File: config.mk
export PLATFORM = sky130hd
export DESIGN_NAME = tdma_rr_arbiter
export DESIGN_NICKNAME = d
export VERILOG_FILES = /design/src/rtl/tdma_arb_pkg.sv /design/src/rtl/tdma_slot_seq.sv /design/src/rtl/tdma_rr_pick.sv /design/src/rtl/tdma_grant_sel.sv /design/src/rtl/tdma_rr_arbiter.sv
export SDC_FILE = /design/constraint.sdc
export NUM_CORES = 1
export LEC_CHECK = 0
export ABC_AREA = 0
export BUFFER_PORTS_ARGS = -buffer_cell sky130_fd_sc_hd__buf_2
export CORE_MARGIN = 2
export CORE_UTILIZATION = 49
export CTS_CLUSTER_DIAMETER = 40
export DETAILED_ROUTE_END_ITERATION = 10
export GPL_TIMING_DRIVEN = 0
export PLACE_DENSITY = 0.68
export SYNTH_ARGS = -nofsm -noshare
export SYNTH_HDL_FRONTEND = slang
export SYNTH_HIERARCHICAL = 1
export SYNTH_SLANG_ARGS = --single-unit
File: constraint.sdc
create_clock -name clk -period 5.7 [get_ports clk]
set_input_delay 0.285 -clock clk [delete_from_list [all_inputs] [get_ports clk]]
set_output_delay 0.285 -clock clk [all_outputs]
set_load 0.02 [all_outputs]
File: src/rtl/tdma_arb_pkg.sv
package tdma_arb_pkg;
  // cyclic distance helper used by the rotating search
  function automatic int wrap_add(input int base, input int step, input int n);
    return (base + step) % n;
  endfunction
endpackage

File: src/rtl/tdma_slot_seq.sv
module tdma_slot_seq #(
  parameter int N_MST = 4,
  parameter int DEPTH = 8,
  parameter int LEN_W = 4,
  localparam int OW = $clog2(N_MST),
  localparam int IW = $clog2(DEPTH)
) (
  input  logic          clk,
  input  logic          rst_n,
  input  logic          tab_we,
  input  logic [IW-1:0] tab_addr,
  input  logic [OW-1:0] tab_data,
  input  logic          len_we,
  input  logic [LEN_W-1:0] len_data,
  input  logic          cnt_we,
  input  logic [IW-1:0] cnt_data,
  output logic          boundary,
  output logic [OW-1:0] owner_nxt
);
  localparam int CNT_RST = (N_MST <= DEPTH) ? N_MST - 1 : DEPTH - 1;
  localparam int LEN_RST = ((1 << LEN_W) > 3) ? 3 : 0;

  logic [OW-1:0]    sh_tab  [DEPTH];
  logic [OW-1:0]    act_tab [DEPTH];
  logic [LEN_W-1:0] sh_len, act_len, left, len_nxt;
  logic [IW-1:0]    sh_cnt, act_cnt, idx, idx_nxt;
  logic             wrap;

  assign boundary  = (left == '0);
  assign wrap      = (idx == act_cnt);
  assign idx_nxt   = wrap ? '0 : idx + IW'(1);
  assign owner_nxt = wrap ? sh_tab[0] : act_tab[idx_nxt];
  assign len_nxt   = wrap ? sh_len : act_len;

  for (genvar e = 0; e < DEPTH; e++) begin : g_entry
    always_ff @(posedge clk or negedge rst_n) begin
      if (!rst_n) begin
        sh_tab[e]  <= OW'(e % N_MST);
        act_tab[e] <= OW'(e % N_MST);
      end else begin
        if (boundary && wrap) act_tab[e] <= sh_tab[e];
        if (tab_we && tab_addr == IW'(e)) sh_tab[e] <= tab_data;
      end
    end
  end

  always_ff @(posedge clk or negedge rst_n) begin
    if (!rst_n) begin
      sh_len  <= LEN_W'(LEN_RST);
      sh_cnt  <= IW'(CNT_RST);
      act_len <= LEN_W'(LEN_RST);
      act_cnt <= IW'(CNT_RST);
      idx     <= IW'(CNT_RST);
      left    <= '0;
    end else begin
      if (boundary) begin
        idx  <= idx_nxt;
        left <= len_nxt;
        if (wrap) begin
          act_len <= sh_len;
          act_cnt <= sh_cnt;
        end
      end else begin
        left <= left - LEN_W'(1);
      end
      if (len_we) sh_len <= len_data;
      if (cnt_we) sh_cnt <= cnt_data;
    end
  end
endmodule

File: src/rtl/tdma_rr_pick.sv
module tdma_rr_pick #(
  parameter int N_MST = 4,
  localparam int OW = $clog2(N_MST)
) (
  input  logic [N_MST-1:0] req,
  input  logic [OW-1:0]    last,
  output logic             found,
  output logic [OW-1:0]    pick
);
  // scan from farthest to nearest so the nearest requester wins
  always_comb begin
    found = 1'b0;
    pick  = '0;
    for (int k = N_MST; k >= 1; k--) begin
      if (req[tdma_arb_pkg::wrap_add(int'(last), k, N_MST)]) begin
        found = 1'b1;
        pick  = OW'(tdma_arb_pkg::wrap_add(int'(last), k, N_MST));
      end
    end
  end
endmodule

File: src/rtl/tdma_grant_sel.sv
module tdma_grant_sel #(
  parameter int N_MST = 4,
  localparam int OW = $clog2(N_MST)
) (
  input  logic             clk,
  input  logic             rst_n,
  input  logic             boundary,
  input  logic [OW-1:0]    owner_nxt,
  input  logic [N_MST-1:0] req,
  output logic [N_MST-1:0] grant
);
  logic [OW-1:0] rr_last, pick;
  logic          found;

  tdma_rr_pick #(.N_MST(N_MST)) u_pick (
    .req(req), .last(rr_last), .found(found), .pick(pick)
  );

  always_ff @(posedge clk or negedge rst_n) begin
    if (!rst_n) begin
      grant   <= '0;
      rr_last <= OW'(N_MST - 1);
    end else if (boundary) begin
      if (req[owner_nxt]) begin
        grant <= N_MST'(1) << owner_nxt;
      end else if (found) begin
        grant   <= N_MST'(1) << pick;
        rr_last <= pick;
      end else begin
        grant <= '0;
      end
    end
  end
endmodule

File: src/rtl/tdma_rr_arbiter.sv
module tdma_rr_arbiter #(
  parameter int N_MST = 4,
  parameter int DEPTH = 8,
  parameter int LEN_W = 4,
  localparam int OW = $clog2(N_MST),
  localparam int IW = $clog2(DEPTH)
) (
  input  logic             clk,
  input  logic             rst_n,
  input  logic [N_MST-1:0] req,
  output logic [N_MST-1:0] grant,
  input  logic             cfg_tab_we,
  input  logic [IW-1:0]    cfg_tab_addr,
  input  logic [OW-1:0]    cfg_tab_data,
  input  logic             cfg_len_we,
  input  logic [LEN_W-1:0] cfg_len_data,
  input  logic             cfg_cnt_we,
  input  logic [IW-1:0]    cfg_cnt_data
);
  logic          boundary;
  logic [OW-1:0] owner_nxt;

  tdma_slot_seq #(.N_MST(N_MST), .DEPTH(DEPTH), .LEN_W(LEN_W)) u_seq (
    .clk(clk), .rst_n(rst_n),
    .tab_we(cfg_tab_we), .tab_addr(cfg_tab_addr), .tab_data(cfg_tab_data),
    .len_we(cfg_len_we), .len_data(cfg_len_data),
    .cnt_we(cfg_cnt_we), .cnt_data(cfg_cnt_data),
    .boundary(boundary), .owner_nxt(owner_nxt)
  );

  tdma_grant_sel #(.N_MST(N_MST)) u_sel (
    .clk(clk), .rst_n(rst_n), .boundary(boundary), .owner_nxt(owner_nxt),
    .req(req), .grant(grant)
  );
endmodule

==> results.sh, run 1 <==
export IMPL_synthTopCellsByCount="dfrtp_1, mux2_2, dfstp_2"
export IMPL_path_class="reg2reg"
export IMPL_critical_path_peak_fanout=6
export IMPL_synthesis_nets=237
export IMPL_ys_flop_type="dfrtp_1"
export IMPL_synth_cells=214
export IMPL_cts_setup_buffers=0
export IMPL_dieArea_mm2=0.00662
export IMPL_wl_mm=5.03
export IMPL_clkTransAtPathRegs_ns=0.06
export IMPL_via_count=1768
export IMPL_clock_path_buffers=2
export IMPL_cts_buffers=9
export IMPL_timing_rr_end="u_sel/rr_last[0]"
export IMPL_port_buffer_count=24
export IMPL_ff2ff_path_depth=9
export IMPL_worstMarginPinSlew_ns=0.730
export IMPL_netlist_cell_type_count=42
export IMPL_io_pins=25
export IMPL_gp_congestion=0.753
export IMPL_slew_violations=0
export IMPL_grt_pass1_wl_mm=8.57
export IMPL_hold_viol=0
export IMPL_detailed_place_hpwl_mm=3.51
export IMPL_synth_edff_count=0
export IMPL_rows=28
export IMPL_grt_pass1_vias=1797
export IMPL_placed_cells=313
export IMPL_crit_slowest_cell="o21ai_0"
export IMPL_fin_crit_sh=0.555
export IMPL_yosysTopAreaCellShare=0.264
export IMPL_fin_nets=272
export IMPL_core_mm2=0.00585
export IMPL_arrival_ns=3.42
export IMPL_p_leak_nw=1.50
export IMPL_regArea_mm2=0.00151
export IMPL_dr_pass1_iters=7
export IMPL_die_w_um=81.4
export IMPL_stdcell_count=329
export IMPL_tritoncts="built"
export IMPL_crit_top_cell="mux2i_1"
export IMPL_cpPeakStageDelay_ns=0.58
export IMPL_drc=0
export IMPL_powerDensity_mw_per_mm2=538
export IMPL_syn_to_final_growth_pct=13.6
export IMPL_end_kind="flip-flop"
export IMPL_setup_viol=0
export IMPL_min_path_type="in2async"
export IMPL_period_minus_slack_ns=3.16
export IMPL_antenna_found_initial=0
export IMPL_crit_end="u_sel/rr_last[0]"
export IMPL_yosysTopAreaCell="dfrtp_1"
export IMPL_cts_htree_levels=3
export IMPL_setup_tns_ns=0
export IMPL_synth_area_leaders="dfrtp_1, dfstp_2, mux2_2, mux2_4, mux2i_1"
export IMPL_rsz0062_at_grt="no"
export IMPL_ctsResizeCount=0
export IMPL_ir_worst_vdd_uv=216
export IMPL_status="complete, no violations"
export IMPL_ff2ff_setup_slack_ns=2.54
export IMPL_cp_startpoint="u_seq/idx[1]"
export IMPL_synthMostInstantiatedCell="dfrtp_1"
export IMPL_cp_cell_sequence="ha_1 -> xor2_2 -> mux2i_1 -> mux2_2 -> o21ai_0 -> mux2i_1 -> nand4_1 -> o31a_4 -> mux2_4"
export IMPL_clock_fmax_ghz=0.316
export IMPL_multi_input_area_mm2=0.00136
export IMPL_start_util=0.501
export IMPL_drv_cap=0
export IMPL_vias_per_cell=5.37
export IMPL_die_y_um=81.4
export IMPL_gr_total_overflow=0
export IMPL_required_ns=5.95
export IMPL_ys_warn_count=6
export IMPL_n_antenna_cell=0
export IMPL_grt_max_degree=60
export IMPL_cts_sink_count=59
export IMPL_clock_latency_ns=0.32
export IMPL_initialDrtViolationCount=65
export IMPL_p_total_mw=1.79
export IMPL_hold_buffers=0
export IMPL_synth_area_mm2=0.00293
export IMPL_drtAntennaViolNets=0
export IMPL_slew_headroom=0.508
export IMPL_nFillCells=491
export IMPL_ys_seq_area_frac=0.515
export IMPL_syn_area_per_cell_um2=13.7
export IMPL_async_reset_ff_frac=1.00
export IMPL_r2r_start="u_seq/idx[1]"
export IMPL_synth_seq_cells=59
export IMPL_clock_root_buffer="clkbuf_8"
export IMPL_grt_usage=0.176
export IMPL_finClkSkew_ns=0.00616
export IMPL_drive_above_1_share=0.520
export IMPL_start_kind="flip-flop"
export IMPL_wl_per_cell_um=15.3
## metrics by stage
step / setup slack (ns) / utilization / hold slack, ns / cell area, um2
6_report: 2.54 / 0.570 / 0.0168 / 3330
3_3_place_gp: 2.56 / 0.538 / 0.485 / 3150
3_5_place_dp: 2.54 / 0.538 / 0.492 / 3150
4_1_cts: 2.53 / 0.569 / 0.175 / 3330
2_1_floorplan: 2.95 / - / -0.0106 / 2930
5_1_grt: 2.31 / 0.570 / 0.0748 / 3330
## power by group
part           switching (mW)  internal (mW)  leakage [nW]  total, mW
Combinational           0.343          0.373         0.725      0.717
Sequential              0.111          0.622         0.679      0.734
Clock                   0.152          0.192        0.0965      0.344
Total                   0.607           1.19          1.50       1.79
## layout make-up
type / instances / share of cell area
Tap cell: 75 / 0.0282
Buffer: 4 / 0.00976
Inverter: 8 / 0.00901
Sequential cell: 59 / 0.453
Timing Repair Buffer: 24 / 0.0368
Clock buffer: 14 / 0.0518
Multi-Input combinational cell: 143 / 0.408
Clock inverter: 2 / 0.00300
## routing by layer
layer | GRT usage | up-vias | share of wire
met4 | 0.0915 | 0 | 0.013
li1 | - | 855 | -
met3 | 0.0367 | 5 | 0.023
met2 | 0.269 | 23 | 0.48
met1 | 0.235 | 885 | 0.48
met5 | 0 | - | 0
## cell usage in the layout, fill, tap and decap left out, types with 3 or more instances in the layout
master and instances:
dfstp_2 28, o31ai_1 3, a31oi_1 4, xnor2_1 3, mux2_2 30, inv_1 8, nor2_1 7, nand4_1 4
buf_2 24, a21oi_1 4, mux2_4 22, nand4b_1 3, nor3_1 3, o21ai_0 7, dfrtp_1 31, nand2b_1 8
clkbuf_8 12, xor2_1 3, mux2i_1 9, nand2_1 6
## flip-flops by register name (all words and copies together) (netlist names)
| register | cells |
|---|---|
| u_sel/grant | 4 |
| u_sel/rr_last | 2 |
| u_seq/act_cnt | 3 |
| u_seq/act_len | 4 |
| u_seq/act_tab | 16 |
| u_seq/idx | 3 |
| u_seq/left | 4 |
| u_seq/sh_cnt | 3 |
| u_seq/sh_len | 4 |
| u_seq/sh_tab | 16 |
## critical path, delay by kind of cell (launching register included)
| kind | cells | cell delay (ns) |
|---|---|---|
| xor+xnor | 1 | 0.42 |
| fa+ha+maj | 1 | 0.24 |
| compound gates | 2 | 0.76 |
| mux | 4 | 0.99 |
| simple gates | 1 | 0.12 |
| flops | 1 | 0.57 |
## worst min-delay path by stage
stage | from | to | slack [ns] | depth (start not counted)
global placement | u_seq/act_tab[10] | u_seq/act_tab[10] | 0.49 | 1
floorplan | rst_n | u_sel/grant[0] | -0.01 | 0
CTS | cfg_len_data[3] | u_seq/sh_len[3] | 0.17 | 2
global route | rst_n | u_seq/sh_len[3] | 0.07 | 1
finish | rst_n | u_seq/act_len[2] | 0.02 | 1
detailed placement | u_sel/grant[0] | u_sel/grant[0] | 0.49 | 2
## logic make-up after synthesis
kind of cell	Yosys count	share of synthesized area
flops	59	0.515
simple gates	42	0.0866
buf+inv	12	0.0213
compound gates	29	0.0712
xor+xnor	7	0.0235
mux	63	0.274
fa+ha+maj	2	0.00853
Note: power is estimated with default switching activity, not from simulation.
==> run 2, diff against run 1 <==
--- a/config.mk
+++ b/config.mk
@@ -12,7 +12,7 @@
 export CTS_CLUSTER_DIAMETER = 40
 export DETAILED_ROUTE_END_ITERATION = 10
 export GPL_TIMING_DRIVEN = 0
-export PLACE_DENSITY = 0.68
+export PLACE_DENSITY = 0.7
 export SYNTH_ARGS = -nofsm -noshare
 export SYNTH_HDL_FRONTEND = slang
 export SYNTH_HIERARCHICAL = 1
==> constraint.sdc (replaced) <==
create_clock -name clk -period 2.86 [get_ports clk]
set_input_delay 0.143 -clock clk [delete_from_list [all_inputs] [get_ports clk]]
set_output_delay 0.143 -clock clk [all_outputs]
set_load 0.02 [all_outputs]
==> run 2 against run 1 <==
- sequential share of layout area down 0.57 points
- clock power grew 110%
- maximum frequency up 16%
- worst hold slack better by 0.020 ns
- register-to-register slack got worse by 2.4 ns
- setup slack worse by 2.4 ns
- clock skew hardly changed
- die area stayed put
- critical endpoint unchanged
- largest cell class unchanged
- highest routed layer unchanged
==> results.sh, run 2 (synthesis gave the netlist of run 1 again) <==
export IMPL_status="complete, no violations"
export IMPL_nFillCells=489
export IMPL_arrival_ns=2.98
export IMPL_ir_worst_vdd_uv=513
export IMPL_slew_violations=0
export IMPL_clock_root_buffer="clkbuf_8"
export IMPL_final_cell_mix="dfrtp_1, mux2_2, dfstp_2, buf_2, mux2_4"
export IMPL_clock_latency_ns=0.33
export IMPL_finClkSkew_ns=0.00641
export IMPL_powerDensity_mw_per_mm2=1090
export IMPL_power_switching_mw=1.25
export IMPL_clock_path_buffers=2
export IMPL_drive_above_1_share=0.518
export IMPL_wl_mm=5.15
export IMPL_dieArea_mm2=0.00662
export IMPL_comb_power_share=0.403
export IMPL_clkPwrFrac=0.198
export IMPL_cts_sink_count=59
export IMPL_cts_setup_buffers=0
export IMPL_clkTransAtPathRegs_ns=0.06
export IMPL_required_ns=3.12
export IMPL_vias_per_cell=5.52
export IMPL_reg_top3="u_seq/act_tab x16, u_seq/sh_tab x16"
export IMPL_p_leak_nw=1.50
export IMPL_start_util=0.501
export IMPL_utilization=0.577
export IMPL_fin_nets=273
export IMPL_drtAntennaViolNets=0
export IMPL_fin_crit_sh=0.951
export IMPL_detailed_place_hpwl_mm=3.58
export IMPL_cts_htree_levels=3
export IMPL_setup_viol=0
export IMPL_placed_area_mm2=0.00315
export IMPL_port_buffer_count=24
export IMPL_swShare=0.338
export IMPL_stdcell_count=330
export IMPL_end_kind="flip-flop"
export IMPL_layout_commonest_cell="dfrtp_1"
export IMPL_start_kind="flip-flop"
export IMPL_drv_cap=0
export IMPL_slew_headroom=0.509
export IMPL_pwr_share_seq=0.400
export IMPL_rows=28
export IMPL_gp_congestion=0.768
export IMPL_tritoncts="built"
export IMPL_die_w_um=81.4
export IMPL_via_count=1821
export IMPL_initialDrtViolationCount=90
export IMPL_drc=0
export IMPL_grt_pass1_wl_mm=9.03
export IMPL_crit_slowest_cell="dfstp_2"
export IMPL_cpPeakStageDelay_ns=0.59
export IMPL_critical_path_peak_fanout=6
export IMPL_wl_per_cell_um=15.6
export IMPL_intPower_mw=2.44
export IMPL_cts_buffers=9
export IMPL_antenna_found_initial=0
export IMPL_stdcell_area_mm2=0.00338
export IMPL_clock_fmax_ghz=0.368
export IMPL_rsz0062_at_grt="no"
export IMPL_grt_max_degree=60
export IMPL_gr_total_overflow=0
export IMPL_grt_usage=0.185
export IMPL_path_class="reg2reg"
export IMPL_period_minus_slack_ns=2.72
export IMPL_grt_pass1_vias=1857
export IMPL_core_mm2=0.00585
export IMPL_dr_pass1_iters=4
export IMPL_n_antenna_cell=0
export IMPL_worstMarginPinSlew_ns=0.736
export IMPL_syn_to_final_growth_pct=15.1
export IMPL_placed_cells=313
export IMPL_die_y_um=81.4
export IMPL_cp_buffers_inverters=0
export IMPL_min_path_type="in2reg"
export IMPL_cp_cell_sequence="ha_4 -> xor2_4 -> mux4_2 -> a22oi_1 -> o21ai_2 -> nand2_2 -> nand3_2 -> o31a_4 -> mux2_4"
export IMPL_p_total_mw=3.69
export IMPL_crit_family="compound AO/OA/AOI/OAI gates"
export IMPL_io_pins=25
export IMPL_hold_viol=0
## run 2: cell types whose count changed in the layout (fill, tap and decap cells not counted)
cell           previous run  this run
xor2_2                    1         0
dlygate4sd3_1             0         1
xor2_4                    0         1
clkbuf_1                  2         4
ha_4                      0         1
clkinv_2                  2         1
o21ai_0                   7         6
ha_1                      2         1
clkbuf_8                 12        10
bufinv_16                 0         1
o21ai_2                   0         1
## run 2: final cells by class
class / count / area, um2 / area share
sequential: 59 / 1510 / 0.448
multi-input combinational: 143 / 1390 / 0.411
clock buffer: 14 / 153 / 0.0452
timing repair buffer: 25 / 133 / 0.0393
tap: 75 / 93.8 / 0.0278
clock inverter: 2 / 35.0 / 0.0104
buffer: 4 / 32.5 / 0.00964
inverter: 8 / 30.0 / 0.00890
## run 2: stage by stage
| stage | setup slack (ns) | setup TNS [ns] | hold WS, ns |
|---|---|---|---|
| after floorplan | 0.106 | 0 | -0.153 |
| after global placement | -0.264 | -1.11 | 0.375 |
| after detailed placement | -0.274 | -1.21 | 0.379 |
| after CTS | 0.00795 | 0 | 0.0201 |
| after global routing | 0.0195 | 0 | 0.0240 |
| final | 0.140 | 0 | 0.0371 |
## run 2: metal layers
metal  track usage  vias up  part of all wire
li1              -      865                 -
met3        0.0567       10             0.040
met5             0        -                 0
met4        0.0763        0             0.019
met2         0.286       39              0.47
met1         0.243      907              0.47
## run 2: worst paths after layout
kind | depth (start not counted) | from | slack [ns] | endpoint
setup / recovery | 9 | u_seq/idx[1] | 0.14 | u_sel/rr_last[0]
hold / removal | 2 | cfg_len_data[2] | 0.04 | u_seq/sh_len[2]
setup reg to reg | 9 | u_seq/idx[1] | 0.14 | u_sel/rr_last[0]
hold reg to reg | 2 | u_sel/grant[0] | 0.49 | u_sel/grant[0]
max in group asynchronous | 2 | rst_n | 1.94 | u_seq/act_tab[15]
min in group asynchronous | 2 | rst_n | 0.41 | u_seq/left[1]
## run 2: power groups by stage
stage               Combinational (mW)  Clock (mW)  Sequential (mW)
finish                            1.48       0.728             1.47
global placement                  1.40           0             1.46
floorplan                         1.16           0             1.42
CTS                               1.48       0.754             1.47
global route                      1.64       0.798             1.52
detailed placement                1.44           0             1.48
## run 2: repair_timing
item / 4_1_cts / 5_1_grt
hold buffers: 0 / 1
endpoints found under the hold margin: 0 / 31
endpoints found under the setup margin: 6 / 5
gates resized for setup: 3 / 2
==> run 3, diff against run 2 <==
--- a/config.mk
+++ b/config.mk
@@ -15,5 +15,4 @@
 export PLACE_DENSITY = 0.7
 export SYNTH_ARGS = -nofsm -noshare
 export SYNTH_HDL_FRONTEND = slang
-export SYNTH_HIERARCHICAL = 1
 export SYNTH_SLANG_ARGS = --single-unit
==> run 3 against run 2 <==
- critical path depth grew 1
- first-iteration DRC count shrank 6.7%
- combinational power grew 7%
- largest cell class unchanged
- core utilization grew 2.4 points
- clock power grew 18%
- power grew 3.3%
==> results.sh, run 3 <==
export IMPL_slew_violations=0
export IMPL_crit_slowest_cell="dfstp_2"
export IMPL_tritoncts="built"
export IMPL_synthMostInstantiatedCell="mux2_2"
export IMPL_ys_warn_count=0
export IMPL_start_kind="flip-flop"
export IMPL_synth_area_leaders="dfrtp_1, dfstp_2, mux2_2, mux2i_1, nand2_1"
export IMPL_fin_nets=290
export IMPL_netlist_cell_type_count=48
export IMPL_syn_to_final_growth_pct=16.8
export IMPL_whs_path_depth=2
export IMPL_placed_cells=325
export IMPL_ir_worst_vdd_uv=539
export IMPL_period_minus_slack_ns=2.69
export IMPL_clkTransAtPathRegs_ns=0.07
export IMPL_n_antenna_cell=0
export IMPL_synthTopCellsByCount="mux2_2, dfrtp_1, dfstp_2"
export IMPL_hold_ws_ns=0.0388
export IMPL_drc=0
export IMPL_antenna_found_initial=0
export IMPL_critical_path_peak_fanout=10
export IMPL_wl_per_cell_um=15.5
export IMPL_cts_sink_count=59
export IMPL_yosysTopAreaCellShare=0.269
export IMPL_gr_total_overflow=0
export IMPL_ff2ff_path_depth=10
export IMPL_ff2ff_setup_slack_ns=0.17
export IMPL_setup_tns_ns=0
export IMPL_rsz0062_at_grt="no"
export IMPL_core_mm2=0.00561
export IMPL_p_leak_nw=1.45
export IMPL_final_cell_mix="mux2_2, dfrtp_1, dfstp_2, buf_2, nand2_1"
export IMPL_worstMarginPinSlew_ns=0.759
export IMPL_ys_flop_type="dfrtp_1"
export IMPL_drtAntennaViolNets=0
export IMPL_cp_cell_sequence="ha_1 -> buf_2 -> nor3b_1 -> mux2_2 -> nor4_4 -> a21o_2 -> a211oi_2 -> mux2i_2 -> buf_4 -> o2bb2ai_1"
export IMPL_clock_fmax_ghz=0.372
export IMPL_gp_congestion=0.859
export IMPL_min_path_type="in2reg"
export IMPL_end_kind="flip-flop"
export IMPL_grt_usage=0.185
export IMPL_arrival_ns=2.96
export IMPL_layout_commonest_cell="mux2_2"
export IMPL_dr_pass1_iters=4
export IMPL_path_class="reg2reg"
export IMPL_status="complete, no violations"
export IMPL_powerDensity_mw_per_mm2=1130
export IMPL_synth_seq_cells=59
export IMPL_port_buffer_count=23
export IMPL_die_y_um=80.8
export IMPL_finClkSkew_ns=0.0114
export IMPL_reg_top3="u_seq.act_tab x16, u_seq.sh_tab x16"
export IMPL_ys_seq_area_frac=0.523
export IMPL_setup_viol=0
export IMPL_dieArea_mm2=0.00652
export IMPL_yosysTopAreaCell="dfrtp_1"
export IMPL_syn_area_per_cell_um2=12.6
export IMPL_detailed_place_hpwl_mm=3.61
export IMPL_initialDrtViolationCount=84
export IMPL_start_util=0.515
export IMPL_io_pins=25
export IMPL_stdcell_count=344
export IMPL_fin_crit_sh=0.940
export IMPL_grt_pass1_vias=1884
export IMPL_synth_edff_count=0
export IMPL_grt_pass1_wl_mm=8.89
export IMPL_cts_htree_levels=3
export IMPL_vias_per_cell=5.58
export IMPL_drive_above_1_share=0.493
export IMPL_wl_mm=5.32
export IMPL_clock_root_buffer="clkbuf_8"
export IMPL_via_count=1918
export IMPL_drv_cap=0
export IMPL_synthesis_nets=253
export IMPL_clock_path_buffers=2
export IMPL_synth_cells=230
export IMPL_hold_viol=0
export IMPL_cts_buffers=9
export IMPL_rows=27
export IMPL_cpPeakStageDelay_ns=0.55
export IMPL_synth_area_mm2=0.00289
export IMPL_die_w_um=80.8
export IMPL_required_ns=3.13
export IMPL_async_reset_ff_frac=1.00
export IMPL_slew_headroom=0.493
export IMPL_grt_max_degree=60
export IMPL_clock_latency_ns=0.34
export IMPL_utilization=0.601
## run 3: power breakdown
group          switching [mW]  internal [mW]  leakage, nW
combinational           0.821          0.762        0.651
clock                   0.325          0.533        0.119
sequential              0.162           1.20        0.677
## run 3: area by class of cell
cell class / count / area [um2]
Buffer: 9 / 47.5
Clock buffer: 11 / 151
Clock inverter: 5 / 75.1
Fill cell: 458 / 2240
Inverter: 6 / 22.5
Multi-Input combinational cell: 156 / 1330
Sequential cell: 59 / 1510
Tap cell: 72 / 90.1
Timing Repair Buffer: 26 / 143
## run 3: final timing paths
check	startpoint	endpoint
worst max-delay path	u_seq.idx[0]	u_sel.rr_last[1]
worst min-delay path	cfg_len_data[2]	u_seq.sh_len[2]
worst max register to register	u_seq.idx[0]	u_sel.rr_last[1]
worst min register to register	u_seq.act_tab[10]	u_seq.act_tab[10]
max in group asynchronous	rst_n	u_seq.sh_tab[2]
min in group asynchronous	rst_n	u_seq.left[3]
## run 3: per-stage QoR
stage / area (um2) / worst slack [ns] / power, mW
finish: 3370 / 0.172 / 3.81
floorplan: 2890 / 0.469 / 2.56
global placement: 3090 / 0.143 / 2.84
detailed placement: 3090 / 0.0931 / 2.89
CTS: 3320 / 0.0129 / 3.77
global route: 3370 / 0.0252 / 4.07
## run 3: worst max-delay path: cells and delay by family, from the launching register on
kind	cells	cell delay [ns]
compound gates	3	0.44
fa+ha+maj	1	0.25
buf+inv	2	0.35
flops	1	0.55
mux	2	0.56
simple gates	2	0.47
## run 3: cells by family after synthesis
group	share of synthesized area
multiplexers	0.233
flip-flops	0.523
AND/OR/NAND/NOR	0.111
AO/OA/AOI/OAI	0.0823
buffers and inverters	0.0238
XOR/XNOR	0.0178
adder cells (fa/ha/maj)	0.00866
## run 3: what timing repair did
item	4_1_cts	5_1_grt
buffers inserted	0	2
hold buffers	0	1
resized for setup	0	8
endpoints found under the setup margin	0	5
endpoints found under the hold margin	0	31
## run 3: layer usage
| metal | vias to the layer above | global-route usage | part of all wire |
|---|---|---|---|
| met5 | - | 0 | 0 |
| met4 | 0 | 0.0678 | 0.0092 |
| met3 | 4 | 0.0611 | 0.043 |
| met2 | 38 | 0.301 | 0.51 |
| met1 | 954 | 0.232 | 0.44 |
| li1 | 922 | - | - |
